## config.mk

```make
export PLATFORM = sky130hd
export DESIGN_NAME = ack_tracker
export DESIGN_NICKNAME = d
export VERILOG_FILES = /design/src/rtl/ack_pkg.sv /design/src/rtl/ack_ctrl.sv /design/src/rtl/ack_datapath.sv /design/src/rtl/ack_tracker.sv
export SDC_FILE = /design/constraint.sdc
export NUM_CORES = 1
export LEC_CHECK = 0
export ABC_AREA = 1
export BUFFER_PORTS_ARGS = -buffer_cell sky130_fd_sc_hd__buf_2
export CAP_MARGIN = 5
export CORE_ASPECT_RATIO = 1.4
export CORE_MARGIN = 4
export CORE_UTILIZATION = 56
export DETAILED_ROUTE_END_ITERATION = 8
export GPL_TIMING_DRIVEN = 1
export PLACE_DENSITY_LB_ADDON = 0.1
export SLEW_MARGIN = 15
export SYNTH_ARGS = -nofsm -noshare
export SYNTH_HDL_FRONTEND = slang
export SYNTH_SLANG_ARGS = --single-unit
```

## constraint.sdc

```tcl
create_clock -name clk -period 2.4 [get_ports clk]
set_input_delay 0.36 -clock clk [delete_from_list [all_inputs] [get_ports clk]]
set_output_delay 0.36 -clock clk [all_outputs]
set_load 0.005 [all_outputs]
```

## src/rtl/ack_pkg.sv

```systemverilog
package ack_pkg;
  localparam int ACK_NUM_RES = 8;

  typedef struct packed {
    logic [ACK_NUM_RES-1:0] alloc;    // resource taken this edge
    logic [ACK_NUM_RES-1:0] clrPend;  // pending bit cleared
    logic [ACK_NUM_RES-1:0] clrTmo;   // timeout bit cleared, resource freed
    logic [ACK_NUM_RES-1:0] setTmo;   // timer expiry accepted, error reply
    logic [ACK_NUM_RES-1:0] okReply;  // normal reply
  } ackStrobes_t;
endpackage

```

## src/rtl/ack_ctrl.sv

```systemverilog
module ack_ctrl
  import ack_pkg::*;
(
  input  logic [ACK_NUM_RES-1:0]   pendQ,
  input  logic [ACK_NUM_RES-1:0]   tmoQ,
  input  logic [ACK_NUM_RES-1:0]   expiring,
  input  logic                     msgValid,
  input  logic                     clrWrite,
  input  logic [2*ACK_NUM_RES-1:0] clrData,
  output logic                     msgReady,
  output logic [ACK_NUM_RES-1:0]   msgGrant,
  output ackStrobes_t              strb
);
  localparam int N = ACK_NUM_RES;

  logic [N-1:0] freeV, wrPend, wrTmo;

  always_comb begin
    freeV    = ~pendQ & ~tmoQ;
    msgGrant = freeV & (~freeV + 1'b1);   // lowest set bit
    msgReady = |freeV;
    wrPend   = clrWrite ? clrData[2*N-1:N] : '0;
    wrTmo    = clrWrite ? clrData[N-1:0]   : '0;

    strb.alloc   = msgValid ? msgGrant : '0;
    strb.clrPend = wrPend & pendQ;
    strb.clrTmo  = wrTmo & tmoQ;
    strb.okReply = wrPend & pendQ & ~tmoQ;
    strb.setTmo  = expiring & ~strb.okReply;
  end
endmodule

```

## src/rtl/ack_datapath.sv

```systemverilog
module ack_datapath
  import ack_pkg::*;
#(
  parameter int TMO_W = 16
) (
  input  logic                   clk,
  input  logic                   rstN,
  input  ackStrobes_t            strb,
  input  logic [TMO_W-1:0]       tmoLimit,
  output logic [ACK_NUM_RES-1:0] pendQ,
  output logic [ACK_NUM_RES-1:0] tmoQ,
  output logic [ACK_NUM_RES-1:0] expiring,
  output logic [ACK_NUM_RES-1:0] replyOk,
  output logic [ACK_NUM_RES-1:0] replyErr
);
  localparam int N = ACK_NUM_RES;
  localparam logic [TMO_W-1:0] CNT_MAX = '1;

  always_ff @(posedge clk) begin
    if (!rstN) begin
      pendQ    <= '0;
      tmoQ     <= '0;
      replyOk  <= '0;
      replyErr <= '0;
    end else begin
      pendQ    <= (pendQ & ~strb.clrPend & ~strb.clrTmo) | strb.alloc;
      tmoQ     <= (tmoQ & ~strb.clrTmo) | strb.setTmo;
      replyOk  <= strb.okReply;
      replyErr <= strb.setTmo;
    end
  end

  for (genvar r = 0; r < N; r++) begin : g_timer
    logic [TMO_W-1:0] cnt;
    logic             running;

    assign running = pendQ[r] & ~tmoQ[r];

    always_ff @(posedge clk) begin
      if (!rstN)                          cnt <= '0;
      else if (strb.alloc[r])             cnt <= '0;
      else if (running && cnt != CNT_MAX) cnt <= cnt + 1'b1;
    end

    assign expiring[r] = running && (tmoLimit != '0) &&
                         ({1'b0, cnt} + 1'b1 >= {1'b0, tmoLimit});
  end
endmodule

```

## src/rtl/ack_tracker.sv

```systemverilog
module ack_tracker
  import ack_pkg::*;
#(
  parameter int TMO_W = 16
) (
  input  logic                     clk,
  input  logic                     rstN,
  input  logic [TMO_W-1:0]         tmoLimit,
  input  logic                     msgValid,
  output logic                     msgReady,
  output logic [ACK_NUM_RES-1:0]   msgGrant,
  input  logic                     clrWrite,
  input  logic [2*ACK_NUM_RES-1:0] clrData,
  output logic [2*ACK_NUM_RES-1:0] statusWord,
  output logic [ACK_NUM_RES-1:0]   replyOk,
  output logic [ACK_NUM_RES-1:0]   replyErr
);
  ackStrobes_t            strb;
  logic [ACK_NUM_RES-1:0] pendQ, tmoQ, expiring;

  ack_ctrl u_ctrl (
    .pendQ(pendQ), .tmoQ(tmoQ), .expiring(expiring),
    .msgValid(msgValid), .clrWrite(clrWrite), .clrData(clrData),
    .msgReady(msgReady), .msgGrant(msgGrant), .strb(strb)
  );

  ack_datapath #(.TMO_W(TMO_W)) u_dp (
    .clk(clk), .rstN(rstN), .strb(strb), .tmoLimit(tmoLimit),
    .pendQ(pendQ), .tmoQ(tmoQ), .expiring(expiring),
    .replyOk(replyOk), .replyErr(replyErr)
  );

  assign statusWord = {pendQ, tmoQ};
endmodule

```

==> results.tsv <==
metric	value	unit
nets	2048	
CTS Buf Count	17	
area post-placement	0.0127	mm²
YS warnings	0	
min-delay worst type	primary input to register	
TNS Setup	0	ns
syn nets	1894	
Clock transition at path regs	0.06	ns
die width	131	µm
post-route ant nets	0	
#FFs+latches synth	160	
final setup violation count	0	
Crit. End Element	register	
grt total ovfl	0	
NetSw	0.00162	W
Core Area	0.0206	mm²
Slew Limit Fails	0	
minimum clock period	2.39	ns
first-pass GRT wire length	52.2	mm
pin count of the biggest net entering global routing	20	
Placer Congestion	0.936	
crit path cell chain	ha_4, nand3_4, nor3_4, inv_1, nor2_2, xor2_1, ha_1, nand2_2, nor2_4, nand2_2, a21oi_2, nor2_1, nand2_1, nand2_1, nand2_1, nand2_1, nand2_1	
outcome	completed	
antenna violations before repair	0	
Worst Reg-to-Reg Cells	17	
Die H	180	µm
f_max	418	MHz
Synth Flop Type	dfxtp_1	
root buffer cell	clkbuf_16	
clk sinks	160	
IO Pins	77	
Seq pwr share	43.4	%
Util after Layout	69.3	%
element type at the critical path start	register	
final instance area	0.0143	mm²
combinational share of power	10.7	%
synthesized area per cell	6.83	µm²
RSZ-0062 raised after global routing	true	
CTS tree	done	
Overall Power	0.00629	W
DR vias/cell	5.48	
Net Sw Frac	25.7	%
post-DR wirelength/cell	15.9	µm
Slew headroom	58.7	%
# DRC	0	
Hold Vio Cnt, Final	0	
area grow syn2layout	21.4	%
drt first pass iters	6	
Cell Pwr Density	440	mW/mm²
CTS HTree Levels	4	
Total GRT Usage	27.8	%
Data arrival, critical path	2.73	ns
vias in the first global route	10900	
synth unique cells	41	
Hold Path Stages	3	
cell mode on critical path	nand2_1	
dpl cells	2087	
Async SR Flop Fraction	0	%
antenna cells	0	
leakage	7.05	nW
WL final	34.1	mm
Max Cap Violations	0	
worst endpoint required time	2.73	ns
Mapped Area	0.0118	mm²
DP HPWL	24.2	mm
cell-internal power	0.00467	W
fin crit share	99.8	%
DR iter-0 viols	855	
crit-path max FO	4	
EDFF count, synth	0	
Worst-Skew Late Latency	0.44	ns
crit path kind	register to register	
worst IR drop on VDD	529	µV
slowest stage cell, crit path	dfxtp_4	
Layout Cells excl Fill	2144	
Synth Instances	1722	
clk buf depth	2	
# rows	62	
via count	11700	
worst clock skew	0.00766	ns
initial core utilization	57.0	%
Port Buf Inserts	76	
share of cells above drive strength 1	21.2	%
Least-Margin Pin Slew	0.619	ns
Die ar.	0.0234	mm²
post-synthesis sequential area ratio	27.2	%
Largest stage delay, worst path	0.37	ns
clock group share of total power	45.9	%
-- stage by stage --
stage                     setup slack, ns  hold WS (ns)
after detailed placement          -0.0356         0.475
after CTS                        0.000685         0.190
after global routing               -0.217         0.214
final                             0.00542         0.208
after floorplan                     0.139         0.454
after global placement             0.0185         0.470
-- power by group through the flow --
| stage | registers, W | clock network [W] | logic (W) |
|---|---|---|---|
| final | 0.00273 | 0.00289 | 0.000673 |
| after global routing | 0.00273 | 0.00304 | 0.000748 |
| after CTS | 0.00273 | 0.00293 | 0.000627 |
| after detailed placement | 0.00279 | 0 | 0.000621 |
| after global placement | 0.00279 | 0 | 0.000606 |
| after floorplan | 0.00278 | 0 | 0.000391 |
-- kinds of logic (layout without fill, tap and decap cells) --
| family | Yosys count | in the layout | synth area share (%) |
|---|---|---|---|
| XOR/XNOR | 98 | 98 | 7.29 |
| AND/OR/NAND/NOR | 847 | 847 | 31.5 |
| flip-flops | 160 | 160 | 27.2 |
| adder cells (fa/ha/maj) | 136 | 136 | 14.5 |
| AO/OA/AOI/OAI | 248 | 248 | 11.1 |
| buffers and inverters | 233 | 399 | 8.45 |
-- synthesized netlist by cell type (all sizes together) (6+ instances only) --
cell type / count / area, µm²
nor3: 38 / 206
ha: 136 / 1700
xor2: 76 / 666
inv: 201 / 764
buf: 23 / 196
nand3b: 8 / 60.1
nand3: 77 / 440
or2: 10 / 62.6
o211ai: 7 / 52.6
nand2: 430 / 1650
nand4: 20 / 125
xnor2: 22 / 193
clkbuf: 8 / 30.0
a21o: 6 / 45.0
a21oi: 144 / 728
nor2: 243 / 1020
and2: 9 / 56.3
o21ai: 81 / 405
dfxtp: 160 / 3200
-- worst max-delay path, delay by kind of cell (launching register included) --
family	cells	cell delay (ns)
XOR/XNOR	1	0.27
AO/OA/AOI/OAI	1	0.04
buffers and inverters	1	0.09
flip-flops	1	0.37
adder cells (fa/ha/maj)	2	0.46
AND/OR/NAND/NOR	12	1.07
-- flip-flops by register name, indices dropped and copies added, names as in the netlist --
| signal | cells |
|---|---|
| u_dp.replyErr | 8 |
| u_dp.replyOk | 8 |
| u_dp.g_timer.cnt | 128 |
| u_dp.tmoQ | 8 |
| u_dp.pendQ | 8 |
-- timing repair --
action                                  4_1_cts  5_1_grt
hold buffers                                  0        0
gates resized for setup                      11      180
endpoints found under the setup margin       15       19
pin swaps                                     2       62
buffers inserted                              1       25
-- metal layers --
| metal | vias up | part of all wire, % | wire, µm | track usage, % |
|---|---|---|---|---|
| met5 | - | 0 | 0 | 0 |
| met4 | 0 | 3.6 | 1230 | 11.0 |
| met3 | 89 | 6.0 | 2050 | 4.48 |
| met2 | 359 | 48 | 16500 | 45.7 |
| met1 | 5422 | 42 | 14400 | 36.1 |
| li1 | 5874 | - | - | - |
-- final cells by class --
type / instances / area (µm²)
fill: 1757 / 6340
multi-input combinational: 1329 / 8250
clock buffer: 19 / 443
sequential: 160 / 3280
inverter: 202 / 768
clock inverter: 12 / 166
timing repair buffer: 166 / 1060
tap: 256 / 320
-- placed cells by master, fill, tap and decap left out, types with 6 or more instances in the layout --
master / instances
nand2_1: 402
nor2_1: 200
inv_1: 185
a21oi_1: 135
dfxtp_1: 125
ha_1: 121
buf_4: 88
o21ai_0: 76
buf_2: 76
xor2_1: 69
nand3_1: 49
nor3_1: 28
nand2_2: 25
nor2_2: 22
dfxtp_2: 22
nor2_4: 21
nand3_2: 20
nand4_1: 20
xnor2_1: 18
clkbuf_16: 17
ha_4: 15
dfxtp_4: 13
inv_2: 12
or2_2: 10
a21oi_2: 9
and2_1: 9
nand3_4: 8
nand3b_1: 8
nor3_4: 7
xor2_2: 7
o211ai_1: 7
a21o_1: 6
clkinv_2: 6
-- worst paths after layout --
kind,from,to,slack (ns)
hold / removal,clrData[8],u_dp.replyOk[0]$_SDFF_PN0_,0.21
hold reg to reg,u_dp.g_timer[6].cnt[15]$_SDFFE_PP0P_,u_dp.g_timer[6].cnt[15]$_SDFFE_PP0P_,0.48
setup / recovery,u_dp.g_timer[4].cnt[1]$_SDFFE_PP0P_,u_dp.tmoQ[4]$_SDFF_PN0_,0.005
setup reg to reg,u_dp.g_timer[4].cnt[1]$_SDFFE_PP0P_,u_dp.tmoQ[4]$_SDFF_PN0_,0.005
(Power assumes the default switching activity.)
